--- src/rtl/fis_pkg.sv ---
package fis_pkg;

   typedef enum logic [3:0] {
      OP_NOP    = 4'd0,
      OP_JUMP   = 4'd1,
      OP_SETSP  = 4'd2,
      OP_SETF   = 4'd3,
      OP_CALL   = 4'd4,
      OP_RET    = 4'd5,
      OP_INT    = 4'd6,
      OP_RETINT = 4'd7,
      OP_CLI    = 4'd8,
      OP_STI    = 4'd9,
      OP_IDLE   = 4'd10
   } fis_op_e;

   typedef enum logic [3:0] {
      ST_IDLE,
      ST_WAIT,
      ST_VEC_IP,
      ST_VEC_SP,
      ST_PUSH_SP,
      ST_PUSH_FL,
      ST_PUSH_IP,
      ST_PUSH_FP,
      ST_POP_FP,
      ST_POP_IP,
      ST_POP_FL,
      ST_POP_SP
   } fis_state_e;

endpackage

--- src/rtl/fis_irq_gate.sv ---
module fis_irq_gate #(
   parameter int NIRQ     = 8,
   parameter bit IRQ_EDGE = 1'b1
) (
   input  logic            clk_i,
   input  logic            rst_ni,
   input  logic [NIRQ-1:0] irq_i,
   input  logic [NIRQ-1:0] clr_i,
   output logic [NIRQ-1:0] pend_o
);

   logic [NIRQ-1:0] raise;
   logic [NIRQ-1:0] pend_q;

   generate
      if (IRQ_EDGE) begin : g_edge
         logic [NIRQ-1:0] prev_q;
         always_ff @(posedge clk_i or negedge rst_ni) begin
            if (!rst_ni) prev_q <= '0;
            else         prev_q <= irq_i;
         end
         assign raise = irq_i & ~prev_q;
      end else begin : g_level
         assign raise = irq_i;
      end
   endgenerate

   always_ff @(posedge clk_i or negedge rst_ni) begin
      if (!rst_ni) pend_q <= '0;
      else         pend_q <= (pend_q & ~clr_i) | raise;
   end

   assign pend_o = pend_q;

endmodule

--- src/rtl/fis_prio_pick.sv ---
module fis_prio_pick #(
   parameter int N  = 8,
   localparam int IW = (N > 1) ? $clog2(N) : 1
) (
   input  logic [N-1:0]  req_i,
   output logic          any_o,
   output logic [N-1:0]  grant_o,
   output logic [IW-1:0] idx_o
);

   logic [N:0] seen;
   assign seen[0] = 1'b0;

   generate
      for (genvar i = 0; i < N; i++) begin : g_chain
         assign grant_o[i]  = req_i[i] & ~seen[i];
         assign seen[i + 1] = seen[i] | req_i[i];
      end
   endgenerate

   assign any_o = seen[N];

   always_comb begin
      idx_o = '0;
      for (int i = 0; i < N; i++) begin
         if (grant_o[i]) idx_o = idx_o | IW'(i);
      end
   end

endmodule

--- src/rtl/frame_irq_seq.sv ---
module frame_irq_seq
   import fis_pkg::*;
#(
   parameter int                 XLEN        = 32,
   parameter int                 FLAGW       = 4,
   parameter int                 NIRQ        = 8,
   parameter int                 VIDX_W      = 6,
   parameter int                 HW_VEC_BASE = 16,
   parameter bit                 IRQ_EDGE    = 1'b1,
   parameter logic [XLEN-1:0]    EVT_BASE    = XLEN'(32'h0000_0100)
) (
   input  logic             clk_i,
   input  logic             rst_ni,
   input  logic             cmd_valid_i,
   input  logic [3:0]       cmd_op_i,
   input  logic [XLEN-1:0]  cmd_arg_i,
   output logic             busy_o,
   input  logic [NIRQ-1:0]  irq_i,
   output logic             mem_req_o,
   output logic             mem_we_o,
   output logic [XLEN-1:0]  mem_addr_o,
   output logic [XLEN-1:0]  mem_wdata_o,
   input  logic             mem_ready_i,
   input  logic [XLEN-1:0]  mem_rdata_i,
   output logic [XLEN-1:0]  ip_o,
   output logic [XLEN-1:0]  sp_o,
   output logic [XLEN-1:0]  fp_o,
   output logic [FLAGW-1:0] flags_o,
   output logic             priv_o,
   output logic             ie_o
);

   localparam int              WORD_BYTES = XLEN / 8;
   localparam logic [XLEN-1:0] STEP       = XLEN'(WORD_BYTES);
   localparam int              ENT_SHIFT  = $clog2(2 * WORD_BYTES);
   localparam int              IW         = (NIRQ > 1) ? $clog2(NIRQ) : 1;

   generate
      if (XLEN < 16 || (XLEN % 8) != 0) begin : g_bad_xlen
         $error("XLEN must be a multiple of 8 and at least 16");
      end
      if (NIRQ < 1) begin : g_bad_nirq
         $error("NIRQ must be at least 1");
      end
      if (FLAGW + 2 > XLEN) begin : g_bad_flagw
         $error("flag word does not fit in XLEN");
      end
      if (HW_VEC_BASE + NIRQ > (1 << VIDX_W)) begin : g_bad_vec
         $error("hardware vectors exceed the vector index range");
      end
   endgenerate

   fis_state_e        state_q;
   logic [XLEN-1:0]   ip_q, sp_q, fp_q, tmp_sp_q, link_ip_q;
   logic [FLAGW-1:0]  flags_q;
   logic              priv_q, ie_q, ret_int_q;
   logic [VIDX_W-1:0] vec_q;

   logic [NIRQ-1:0]   pend;
   logic [NIRQ-1:0]   pick_grant;
   logic [IW-1:0]     pick_idx;
   logic              pick_any;
   logic              irq_take;
   logic              at_rest;
   logic [XLEN-1:0]   evt_addr;
   logic [XLEN-1:0]   flag_word;
   logic [XLEN-1:0]   sp_dec;
   fis_op_e           op;

   fis_irq_gate #(.NIRQ(NIRQ), .IRQ_EDGE(IRQ_EDGE)) u_gate (
      .clk_i  (clk_i),
      .rst_ni (rst_ni),
      .irq_i  (irq_i),
      .clr_i  (irq_take ? pick_grant : '0),
      .pend_o (pend)
   );

   fis_prio_pick #(.N(NIRQ)) u_pick (
      .req_i   (pend),
      .any_o   (pick_any),
      .grant_o (pick_grant),
      .idx_o   (pick_idx)
   );

   assign op        = fis_op_e'(cmd_op_i);
   assign at_rest   = (state_q == ST_IDLE) || (state_q == ST_WAIT);
   assign irq_take  = ie_q && pick_any && at_rest;
   assign busy_o    = !(state_q == ST_IDLE) || irq_take;
   assign evt_addr  = EVT_BASE + (XLEN'(vec_q) << ENT_SHIFT);
   assign flag_word = XLEN'({ie_q, priv_q, flags_q});
   assign sp_dec    = sp_q - STEP;

   always_comb begin
      mem_req_o   = 1'b1;
      mem_we_o    = 1'b0;
      mem_addr_o  = sp_q;
      mem_wdata_o = '0;
      unique case (state_q)
         ST_VEC_IP:  mem_addr_o = evt_addr;
         ST_VEC_SP:  mem_addr_o = evt_addr + STEP;
         ST_PUSH_SP: begin mem_we_o = 1'b1; mem_addr_o = sp_dec; mem_wdata_o = tmp_sp_q;  end
         ST_PUSH_FL: begin mem_we_o = 1'b1; mem_addr_o = sp_dec; mem_wdata_o = flag_word; end
         ST_PUSH_IP: begin mem_we_o = 1'b1; mem_addr_o = sp_dec; mem_wdata_o = link_ip_q; end
         ST_PUSH_FP: begin mem_we_o = 1'b1; mem_addr_o = sp_dec; mem_wdata_o = fp_q;      end
         ST_POP_FP:  mem_addr_o = fp_q;
         ST_POP_IP, ST_POP_FL, ST_POP_SP: mem_addr_o = sp_q;
         default:    mem_req_o = 1'b0;
      endcase
   end

   always_ff @(posedge clk_i or negedge rst_ni) begin
      if (!rst_ni) begin
         state_q   <= ST_IDLE;
         ip_q      <= '0;
         sp_q      <= '0;
         fp_q      <= '0;
         tmp_sp_q  <= '0;
         link_ip_q <= '0;
         flags_q   <= '0;
         priv_q    <= 1'b1;
         ie_q      <= 1'b0;
         ret_int_q <= 1'b0;
         vec_q     <= '0;
      end else begin
         unique case (state_q)
            ST_IDLE, ST_WAIT: begin
               if (irq_take) begin
                  tmp_sp_q  <= sp_q;
                  link_ip_q <= ip_q;
                  vec_q     <= VIDX_W'(HW_VEC_BASE) + VIDX_W'(pick_idx);
                  state_q   <= ST_VEC_IP;
               end else if (state_q == ST_IDLE && cmd_valid_i) begin
                  unique case (op)
                     OP_JUMP:  ip_q    <= cmd_arg_i;
                     OP_SETSP: sp_q    <= cmd_arg_i;
                     OP_SETF:  flags_q <= cmd_arg_i[FLAGW-1:0];
                     OP_CALL: begin
                        link_ip_q <= ip_q;
                        ip_q      <= cmd_arg_i;
                        state_q   <= ST_PUSH_IP;
                     end
                     OP_RET: begin
                        ret_int_q <= 1'b0;
                        state_q   <= ST_POP_FP;
                     end
                     OP_INT: begin
                        tmp_sp_q  <= sp_q;
                        link_ip_q <= ip_q;
                        vec_q     <= cmd_arg_i[VIDX_W-1:0];
                        state_q   <= ST_VEC_IP;
                     end
                     OP_RETINT: begin
                        ret_int_q <= 1'b1;
                        state_q   <= ST_POP_FP;
                     end
                     OP_CLI:  ie_q    <= 1'b0;
                     OP_STI:  ie_q    <= 1'b1;
                     OP_IDLE: state_q <= ST_WAIT;
                     default: ;
                  endcase
               end
            end
            default: begin
               if (mem_ready_i) begin
                  unique case (state_q)
                     ST_VEC_IP: begin
                        ip_q    <= mem_rdata_i;
                        state_q <= ST_VEC_SP;
                     end
                     ST_VEC_SP: begin
                        sp_q    <= mem_rdata_i;
                        state_q <= ST_PUSH_SP;
                     end
                     ST_PUSH_SP: begin
                        sp_q    <= sp_dec;
                        state_q <= ST_PUSH_FL;
                     end
                     ST_PUSH_FL: begin
                        sp_q    <= sp_dec;
                        priv_q  <= 1'b1;
                        ie_q    <= 1'b0;
                        state_q <= ST_PUSH_IP;
                     end
                     ST_PUSH_IP: begin
                        sp_q    <= sp_dec;
                        state_q <= ST_PUSH_FP;
                     end
                     ST_PUSH_FP: begin
                        sp_q    <= sp_dec;
                        fp_q    <= sp_dec;
                        state_q <= ST_IDLE;
                     end
                     ST_POP_FP: begin
                        fp_q    <= mem_rdata_i;
                        sp_q    <= fp_q + STEP;
                        state_q <= ST_POP_IP;
                     end
                     ST_POP_IP: begin
                        ip_q    <= mem_rdata_i;
                        sp_q    <= sp_q + STEP;
                        state_q <= ret_int_q ? ST_POP_FL : ST_IDLE;
                     end
                     ST_POP_FL: begin
                        flags_q <= mem_rdata_i[FLAGW-1:0];
                        priv_q  <= mem_rdata_i[FLAGW];
                        ie_q    <= mem_rdata_i[FLAGW+1];
                        sp_q    <= sp_q + STEP;
                        state_q <= ST_POP_SP;
                     end
                     ST_POP_SP: begin
                        sp_q    <= mem_rdata_i;
                        state_q <= ST_IDLE;
                     end
                     default: state_q <= ST_IDLE;
                  endcase
               end
            end
         endcase
      end
   end

   assign ip_o    = ip_q;
   assign sp_o    = sp_q;
   assign fp_o    = fp_q;
   assign flags_o = flags_q;
   assign priv_o  = priv_q;
   assign ie_o    = ie_q;

endmodule

--- config.mk ---
export PLATFORM = sky130hd
export DESIGN_NAME = frame_irq_seq
export DESIGN_NICKNAME = d
export VERILOG_FILES = /design/src/rtl/fis_pkg.sv /design/src/rtl/fis_irq_gate.sv /design/src/rtl/fis_prio_pick.sv /design/src/rtl/frame_irq_seq.sv
export SDC_FILE = /design/constraint.sdc
export NUM_CORES = 1
export LEC_CHECK = 0
export ABC_CLOCK_PERIOD_IN_PS = 4410
export BUFFER_PORTS_ARGS = -buffer_cell sky130_fd_sc_hd__buf_4
export CORE_ASPECT_RATIO = 0.8
export CORE_MARGIN = 10
export CORE_UTILIZATION = 45
export DETAILED_ROUTE_END_ITERATION = 10
export MAX_ROUTING_LAYER = met4
export PLACE_DENSITY_LB_ADDON = 0.25
export SETUP_SLACK_MARGIN = 0.1
export SLEW_MARGIN = 0
export SYNTH_ARGS = -nofsm -noshare
export SYNTH_HDL_FRONTEND = slang
export SYNTH_SLANG_ARGS = --single-unit
--- constraint.sdc ---
create_clock -name clk_i -period 4.41 [get_ports clk_i]
set_clock_uncertainty 0.2 [all_clocks]
set_input_delay 1.323 -clock clk_i [delete_from_list [all_inputs] [get_ports clk_i]]
set_output_delay 1.323 -clock clk_i [all_outputs]
set_load 0.005 [all_outputs]
==> metrics.md, run 1 <==
| Metric | Value |
|---|---|
| First-pass GRT wire length | `approximately 73000 um` |
| Max-cap violations | `0` |
| Utilization after layout | `0.579` |
| Gr usage total | `0.279` |
| Die area | `34400 um^2` |
| GRT overflow | `0` |
| CP startpoint | `sp_o[21]` |
| Initial Util | `0.453` |
| Worst setup path class | `reg -> out` |
| IO buf count | `around 250` |
| CP Capture Type | `primary output` |
| DR vias/cell | `6.05` |
| Setup crit start kind | `register` |
| CTS Root Cell | `clkbuf_16` |
| Nets | `1737` |
| Final Hold Violating Endpoints | `0` |
| Slew at the pin with the worst max-slew slack | `between 1000 and 1500 ps` |
| Pleak | `roughly 7 nW` |
| CTS tree | `done` |
| CP Data Required Time | `2890 ps` |
| Max Buffers Root-to-Sink | `2` |
| Drt initial violations | `1276` |
| PwrDens | `between 800 and 900 nW/um^2` |
| RSZ-0062 raised after global routing | `yes` |
| Die height | `around 170 um` |
| R2R depth | `11` |
| Hold Crit Start | `u_gate.g_edge.prev_q[4]` |
| Top-level I/O count | `249` |
| # fillers | `2468` |
| Outcome | `finished, violations left` |
| Post-Syn Nets | `1501` |
| Layout cells sized above 1 | `0.317` |
| Yosys reg bits | `193` |
| Setup violators final | `13` |
| YS warnings | `0` |
| CORE AREA | `27100 um^2` |
| FP Rows | `54` |
| Final WS setup | `-231 ps` |
| Htree depth | `4` |
| Inserted Clock Buffers | `17` |
| CP max FO | `3` |
| CP arrival | `3120 ps` |
| Synth unique cells | `64` |
| # placed instances | `~2000` |
| Max Clk Rate | `between 200 and 250 MHz` |
| Die W | `205 um` |
| Num Clock Sinks | `approximately 190` |
| Fin cells | `2031` |
| Min Hold Slack | `217 ps` |
| # DRC | `0` |
| Post-CTS Hold Buffers | `0` |
| Post-Place Setup Slack | `64.8 ps` |
| Post-layout min period | `4640 ps` |
| Mean area per synthesized cell | `8.66 um^2` |
| HPWL Detailed | `34400 um` |
| Mapped cell area | `12300 um^2` |
| Worst R2R Start | `state_q[3]` |
| Crit path capture | `mem_addr_o[29]` |
| Seq/Total Area, Yosys | `0.393` |
| Pins Over Slew Limit | `0` |
| Clk slew on worst S/H paths | `80 ps` |
| Clk_lat worst skew | `460 ps` |
| Worst rel slew slack | `0.190` |
| Synth Flop Type | `dfrtp_1` |
| Reg-to-Reg End | `sp_o[30]` |
| # diodes | `0` |
| Post-Synthesis Cells | `1419` |
| Initial antenna violation count | `0` |
| Peak supply drop | `0.000578 V` |
| Reg2reg setup slack | `roughly 500 ps` |
| Failing checks | `negative setup slack` |
| EDFF count, synth | `0` |
| Drt pass-1 iters | `6` |
| Vias in the first global route | `between 10000 and 15000` |
| Vias post-DR | `12287` |
| Final Cycle Share | `1.05` |
| Antenna Nets Post-Route | `0` |
| Post-route total power | `12.6 mW` |
| Area growth syn-to-layout | `27.6%` |
| Final Wtd Congestion | `0.937` |
| Final WL | `between 40000 and 50000 um` |
| Largest net degree at the start of global routing | `between 80 and 90` |
| Worst Hold Class | `reg -> reg` |
| Async set or reset register ratio after synthesis | `1.00` |
| WL per Instance | `23.6 um` |
-- metal layers --
metal,global-route usage,up-vias,wire (um)
met3,0.0599,62,4140
met1,0.385,5998,21400
met4,0.0730,0,966
met2,0.406,600,21500
met5,-,-,0
li1,-,5627,-
-- placed cells by master, fill, tap and decap left out, types with 24 or more instances in the layout --
cell	netlist	final
a21oi_1	73	73
a22oi_1	46	46
a31oi_1	43	43
buf_4	0	336
dfrtp_1	192	190
mux2_2	93	93
mux2i_1	39	39
nand2_1	162	162
nand3_1	24	24
nor2_1	150	141
o21ai_0	130	124
xnor2_1	30	30
xor2_1	26	25
-- synthesized netlist by cell type, drive strengths merged (3+ instances only) --
cell type	count	share of area
a31oi	43	0.022
o211ai	10	0.0061
mux2i	39	0.032
nor2	150	0.046
or4	8	0.0055
nand2	162	0.049
dfrtp	192	0.39
a22o	3	0.0021
o2111ai	3	0.0021
nor3b	4	0.0024
xor2	26	0.019
o22ai	3	0.0015
a211o	3	0.0021
a221o	17	0.014
o311ai	9	0.0064
nand4	18	0.0092
a21boi	5	0.0031
and2	18	0.0092
or3	18	0.0096
nand3b	4	0.0024
o21ai	132	0.054
nor2b	3	0.0015
nand3	24	0.0098
or2	5	0.0025
inv	18	0.0055
a2111oi	6	0.0049
nand2b	9	0.0046
xnor2	30	0.021
nor4	15	0.0089
and4	3	0.0021
a22oi	46	0.028
a21oi	73	0.030
a211oi	5	0.0031
a221oi	11	0.0078
nor3	28	0.011
mux4	6	0.011
o31ai	9	0.0055
buf	14	0.0062
clkbuf	113	0.035
o211a	5	0.0041
and3	13	0.0066
a21o	4	0.0024
mux2	93	0.085
-- where the power goes --
group	switching (mW)	total [mW]	internal (mW)
logic	4.37	7.75	3.38
clock network	0.758	1.49	0.733
registers	0.801	3.36	2.56
-- worst min-delay path by stage --
stage / to / slack [ps] / cells past startpoint
2_1_floorplan: u_gate.pend_o[0] / 200 / 1
4_1_cts: u_gate.pend_o[3] / 220 / 1
3_5_place_dp: u_gate.pend_o[4] / 210 / 1
5_1_grt: u_gate.pend_o[7] / 250 / 1
3_3_place_gp: u_gate.pend_o[2] / 200 / 1
6_report: u_gate.pend_o[4] / 220 / 1
-- final cells by class --
cell class                 count  area (um^2)  area share
tap                          364          455      0.0290
timing repair buffer         344         2640       0.168
inverter                      20         75.1     0.00479
clock inverter                12          103     0.00654
sequential                   193         4830       0.308
multi-input combinational   1079         7140       0.455
clock buffer                  19          433      0.0276
-- timing repair --
item                       4_1_cts  5_1_grt
pin swaps                       12       12
gates resized for setup         22       21
setup endpoints to repair       14       22
setup buffers                   11        0
-- flip-flops by register name, indices dropped and copies added, names as in the netlist, 6 cells and up --
name / count
vec_q: 6
sp_o: 32
link_ip_q: 32
ip_o: 32
u_gate.pend_o: 8
tmp_sp_q: 32
u_gate.g_edge.prev_q: 8
fp_o: 32
-- cells by family after synthesis --
logic type / count (synthesis) / share of synthesized area
multiplexers: 138 / 0.128
adder cells (fa/ha/maj): 2 / 0.00204
AND/OR/NAND/NOR: 486 / 0.184
buffers and inverters: 147 / 0.0468
AO/OA/AOI/OAI: 397 / 0.206
XOR/XNOR: 56 / 0.0399
flip-flops: 193 / 0.393
-- metrics by stage --
step / cell area (um^2) / setup TNS (ps)
finish: 15700 / -1840
global route: 15700 / -2900
detailed placement: 14900 / 0
floorplan: 12300 / 0
CTS: 15600 / -3570
global placement: 14900 / 0
-- critical path, stage by stage, from the launching register on --
cell and delay [ps]:
dfrtp_1 380, or4_4 560, or3_4 380, or4_4 560
or3_4 350, nor3_2 130, a221o_1 170, buf_4 120
Note: power is estimated with default switching activity, not from simulation.
==> run 2, diff against run 1 <==
--- a/config.mk
+++ b/config.mk
@@ -5,6 +5,7 @@
 export SDC_FILE = /design/constraint.sdc
 export NUM_CORES = 1
 export LEC_CHECK = 0
+export ABC_AREA = 1
 export ABC_CLOCK_PERIOD_IN_PS = 4410
 export BUFFER_PORTS_ARGS = -buffer_cell sky130_fd_sc_hd__buf_4
 export CORE_ASPECT_RATIO = 0.8
==> metrics.md, run 2 <==
| Metric | Value |
|---|---|
| Yosys reg bits | `193` |
| Post-Synthesis Cells | `1652` |
| Max Buffers Root-to-Sink | `2` |
| # fillers | `2501` |
| Pleak | `7.31 nW` |
| Utilization after layout | `0.575` |
| Mapped cell area | `around 12000 um^2` |
| Seq/Total Area, Yosys | `0.406` |
| Post-Syn Nets | `1734` |
| CP max FO | `4` |
| Synth unique cells | `47` |
| Top-level I/O count | `approximately 250` |
| Max Clk Rate | `about 240 MHz` |
| Num Clock Sinks | `193` |
| Final Cycle Share | `0.952` |
| Commonest cells after routing, fill and taps aside | `nand2_1 (434), buf_4 (295), inv_1 (198), o21ai_0 (192), dfrtp_1 (191)` |
| Mean area per synthesized cell | `7.20 um^2` |
| Final WL | `48900 um` |
| FP Rows | `53` |
| Fin Setup TNS | `0 ps` |
| Async set or reset register ratio after synthesis | `1.00` |
| EDFF count, synth | `0` |
| Max-cap violations | `0` |
| Die W | `202 um` |
| Commonest non-fill, non-tap cell in the layout | `nand2_1` |
| Delay-heaviest family, CP | `simple AND/OR/NAND/NOR gates` |
| Layout cells sized above 1 | `0.225` |
| CP Data Required Time | `2890 ps` |
| DR vias/cell | `5.68` |
| CP arrival | `between 2000 and 3000 ps` |
| Area growth syn-to-layout | `26.2%` |
| Post-synth top area share | `0.404` |
| Synth Flop Type | `dfrtp_1` |
| Crit path buf inv count | `3` |
| Worst setup path class | `reg -> out` |
| Setup violators final | `0` |
| Inserted Clock Buffers | `17` |
| Slowest stage delay, CP | `between 300 and 400 ps` |
| Synth area leader | `dfrtp_1` |
| Vias in the first global route | `12297` |
| Top post-synthesis cells by count | `nand2_1 (436), inv_1 (203), o21ai_0 (193)` |
| RSZ-0062 raised after global routing | `yes` |
| Vias post-DR | `12831` |
| Post-layout min period | `4200 ps` |
| Pins Over Slew Limit | `0` |
| First-pass GRT wire length | `73900 um` |
| # diodes | `0` |
| PwrDens | `750 nW/um^2` |
| Nets | `slightly below 2000` |
| # DRC | `0` |
| Final Hold Violating Endpoints | `0` |
| Synth top area cells | `dfrtp_1 (40%), nand2_1 (14%), o21ai_0 (8.1%)` |
| Post-route total power | `roughly 11 mW` |
| Drt initial violations | `between 1000 and 1500` |
| Crit-path slowest cell | `dfrtp_1` |
| CTS Root Cell | `clkbuf_16` |
| Die area | `roughly 33000 um^2` |
| Worst Hold Class | `reg -> reg` |
| Initial Util | `0.455` |
| Htree depth | `4` |
| CP Capture Type | `primary output` |
| Antenna Nets Post-Route | `0` |
| Final Wtd Congestion | `0.990` |
| Clk_lat worst skew | `approximately 460 ps` |
| GRT overflow | `0` |
| Worst rel slew slack | `0.494` |
| Peak supply drop | `0.000433 V` |
| CORE AREA | `roughly 26000 um^2` |
| Sequential cell area | `4830 um^2` |
| Drt pass-1 iters | `7` |
| Count leader, synth | `nand2_1` |
| Largest net degree at the start of global routing | `72` |
| IO buf count | `248` |
| Die height | `165 um` |
| CTS tree | `done` |
| Setup crit start kind | `register` |
| HPWL Detailed | `between 30000 and 40000 um` |
| YS warnings | `0` |
| Gr usage total | `0.295` |
| Initial antenna violation count | `1` |
| Clk slew on worst S/H paths | `70 ps` |
| WL per Instance | `21.7 um` |
| Post-CTS Hold Buffers | `0` |
| Slew at the pin with the worst max-slew slack | `between 700 and 800 ps` |
| Outcome | `finished clean` |
| Area of the multi-input gates | `6050 um^2` |
| CP Cell Sequence | `inv_2, ha_4, nand3_2, nor2_2, buf_4, nand3_1, nor2_2, nand3_1, nor3_2, xor2_1, o221ai_2, buf_4` |
run 2: cell types whose count changed in the layout (fill, tap and decap cells not counted), moves of 41 or more:
cell      previous run  this run
mux2_2              93        31
nand2_1            162       434
buf_4              336       295
nand3_1             24        80
o221ai_1             2        44
o21ai_0            124       192
inv_1               18       198
run 2: worst reg2reg max path, delay by kind of cell, from the launching register on:
kind,cells,cell delay (ps)
buffers and inverters,3,410
adders and majority gates,1,170
DFF,1,480
and+or+nand+nor,11,2000
AOI/OAI and AO/OA,2,360
run 2: area by class of cell:
cell class | count | share of cell area
Inverter | 209 | 0.0523
Sequential cell | 193 | 0.322
Timing Repair Buffer | 300 | 0.154
Multi-Input combinational cell | 1168 | 0.403
Clock buffer | 18 | 0.0293
Clock inverter | 14 | 0.0103
Tap cell | 357 | 0.0298
run 2: routing by layer:
layer | vias to the layer above | wire (um) | global-route usage
met2 | 713 | 21000 | 0.425
li1 | 5936 | - | -
met5 | - | 0 | -
met3 | 60 | 4870 | 0.0663
met4 | 0 | 910 | 0.0794
met1 | 6122 | 22200 | 0.410
run 2: report_power, final:
part           switching, mW  internal [mW]  leakage (nW)  total (mW)
combinational           3.75           2.61          4.78        6.36
clock                  0.766          0.861         0.289        1.63
sequential             0.733           2.53          2.24        3.27
total                   5.25           6.01          7.31        11.3
run 2: worst paths after layout:
check	to	cells past startpoint	from	slack, ps
worst min-delay path	u_gate.pend_o[1]	1	u_gate.g_edge.prev_q[1]	220
worst max register to register	sp_o[28]	17	state_q[1]	730
min in group asynchronous	ip_o[9]	1	rst_ni	600
worst min register to register	u_gate.pend_o[1]	1	u_gate.g_edge.prev_q[1]	220
worst max-delay path	mem_addr_o[30]	12	sp_o[3]	210
max in group asynchronous	u_gate.pend_o[6]	2	rst_ni	2490
run 2: cell families (layout without fill, tap and decap cells):
kind of cell / Yosys count / after routing / share of synthesized area
multiplexers: 31 / 31 / 0.0293
XOR/XNOR: 20 / 20 / 0.0147
flip-flops: 193 / 193 / 0.406
adder cells (fa/ha/maj): 2 / 2 / 0.00210
buffers and inverters: 291 / 541 / 0.0971
AO/OA/AOI/OAI: 391 / 391 / 0.196
AND/OR/NAND/NOR: 724 / 724 / 0.254
run 2: per-stage QoR:
stage | worst slack [ps] | instance area, um^2 | hold slack, ps | instances
2_1_floorplan | 975 | 11900 | 200 | 1652
3_3_place_gp | 397 | 14300 | 203 | 2220
3_5_place_dp | 315 | 14300 | 212 | 2220
4_1_cts | 101 | 14900 | 222 | 2255
5_1_grt | 71.7 | 15000 | 247 | 2259
6_report | 212 | 15000 | 217 | 2259
run 2: repair_timing:
action | CTS | global route
gates resized for setup | 11 | 16
endpoints found under the setup margin | 8 | 13
setup buffers | 3 | 4
pin swaps | 3 | 4
==> run 3, diff against run 2 <==
--- a/config.mk
+++ b/config.mk
@@ -13,7 +13,8 @@
 export CORE_UTILIZATION = 45
 export DETAILED_ROUTE_END_ITERATION = 10
 export MAX_ROUTING_LAYER = met4
-export PLACE_DENSITY_LB_ADDON = 0.25
+export PLACE_DENSITY = 0.79
+export RECOVER_POWER = 25
 export SETUP_SLACK_MARGIN = 0.1
 export SLEW_MARGIN = 0
 export SYNTH_ARGS = -nofsm -noshare
==> metrics.md, run 3 (synthesized netlist as in run 2, its figures left out) <==
| Metric | Value |
|---|---|
| Largest net degree at the start of global routing | `74` |
| Slowest stage delay, CP | `550 ps` |
| Worst Hold Class | `reg -> reg` |
| CORE AREA | `26100 um^2` |
| Outcome | `finished, violations left` |
| Crit-path slowest cell | `dfrtp_1` |
| Drt initial violations | `roughly 1400` |
| Htree depth | `4` |
| CP Cell Sequence | `inv_2, nor2_2, clkinv_2, nor2_2, inv_1, buf_4, o2111ai_1, buf_4` |
| Met3 Resource Use GR | `0.0571` |
| Die height | `165 um` |
| CTS Root Cell | `clkbuf_16` |
| Post-layout min period | `between 4000 and 5000 ps` |
| # DRC | `0` |
| Setup crit start kind | `register` |
| Vias in the first global route | `12634` |
| CTS tree | `done` |
| Pleak | `7.31 nW` |
| Vias post-DR | `12960` |
| Commonest cells after routing, fill and taps aside | `nand2_1 (432), buf_4 (286), inv_1 (197), o21ai_0 (192), dfrtp_1 (191)` |
| Fin Setup TNS | `0 ps` |
| FP Rows | `53` |
| Drt pass-1 iters | `8` |
| Num Clock Sinks | `roughly 190` |
| Failing checks | `max-capacitance violations, max-slew violations` |
| IO buf count | `248` |
| Inserted Clock Buffers | `17` |
| Delay-heaviest family, CP | `buffers and inverters` |
| Final Cycle Share | `0.962` |
| RSZ-0062 raised after global routing | `yes` |
| Post-CTS Hold Buffers | `0` |
| Area growth syn-to-layout | `27.0%` |
| CP max FO | `31` |
| Placed cell areas | `around 14000 um^2` |
| Worst setup path class | `reg -> out` |
| CP Capture Type | `primary output` |
| Die area | `33400 um^2` |
| Top-level I/O count | `249` |
| CP Data Required Time | `2890 ps` |
| Max Buffers Root-to-Sink | `2` |
| GRT met1 Usage | `0.403` |
| Commonest non-fill, non-tap cell in the layout | `nand2_1` |
| Setup violators final | `0` |
| WL per Instance | `21.6 um` |
| Max-cap violations | `1` |
| Layout cells sized above 1 | `0.229` |
| Max Clk Rate | `236 MHz` |
| HPWL Detailed | `36000 um` |
| Initial Util | `0.455` |
| Post-Place Setup Slack | `241 ps` |
| Met2 Use GR | `0.441` |
| Clk slew on worst S/H paths | `80 ps` |
| Clk_lat worst skew | `450 ps` |
| Finished Cell Area | `15100 um^2` |
| First-pass GRT wire length | `between 70000 and 80000 um` |
| Busiest grt layer | `met2` |
| Nets | `1970` |
| Gr usage total | `0.294` |
| CP arrival | `about 2700 ps` |
| Initial antenna violation count | `0` |
| Peak supply drop | `0.000351 V` |
| Die W | `202 um` |
| DR vias/cell | `5.74` |
| GRT overflow | `0` |
| Final WS setup | `169 ps` |
| Slew at the pin with the worst max-slew slack | `between 1500 and 2000 ps` |
| Crit path buf inv count | `5` |
| Final WL | `~49000 um` |
| Antenna Nets Post-Route | `0` |
| Min Hold Slack | `222 ps` |
| Pins Over Slew Limit | `67` |
| # diodes | `0` |
| Worst rel slew slack | `-0.226` |
| Final Hold Violating Endpoints | `0` |
| PwrDens | `758 nW/um^2` |
| Final Wtd Congestion | `just over 1` |
run 3: routing by layer:
metal  routed length (um)  vias up
met5                    0        -
met4                  879        0
met3                 4770       75
met2                21600      771
met1                21500     6177
li1                     -     5937
run 3: worst paths after layout:
check	from	endpoint	slack [ps]	cells after the start
max in group asynchronous	rst_ni	ip_o[25]	860	2
max reg2reg	state_q[1]	sp_o[28]	620	18
min reg2reg	u_gate.g_edge.prev_q[2]	u_gate.pend_o[2]	220	1
min in group asynchronous	rst_ni	fp_o[9]	1130	1
max	state_q[2]	mem_wdata_o[3]	170	8
min	u_gate.g_edge.prev_q[2]	u_gate.pend_o[2]	220	1
run 3: final cells by class:
type,instances,area [um^2]
timing repair buffer,299,2280
inverter,209,792
tap,357,447
fill,2529,11000
sequential,193,4830
multi-input combinational,1168,6120
clock buffer,19,453
clock inverter,12,193
run 3: per-stage QoR:
step / util / power [mW] / std cells
finish: 0.578 / 11.5 / 2257
global route: 0.578 / 12.2 / 2257
detailed placement: 0.544 / 9.46 / 2214
floorplan: - / 6.32 / 1652
global placement: 0.544 / 9.33 / 2214
CTS: 0.571 / 11.3 / 2247
run 3: timing repair:
item,4_1_cts,5_1_grt
pin swaps,3,9
buffers inserted,2,10
endpoints found under the setup margin,14,19
resized for setup,11,34
run 3: power breakdown:
group,switching (mW),leakage [nW],internal (mW)
clock,0.783,0.318,0.996
sequential,0.729,2.24,2.53
combinational,3.76,4.75,2.64
run 3: worst register-to-register path, cell delays in order (launching register included):
cell and delay [ps]:
dfrtp_1 480, inv_2 90, nand2_2 90, buf_4 320, inv_1 190, nor2_4 360, o21ai_1 220, inv_1 100
ha_1 160, nand3_1 110, nor2_1 240, nand2_1 240, nor3_2 380, nand2_1 90, nand2_1 80, nand3_1 80
nand2_1 90, nand2_1 70, a21oi_1 120
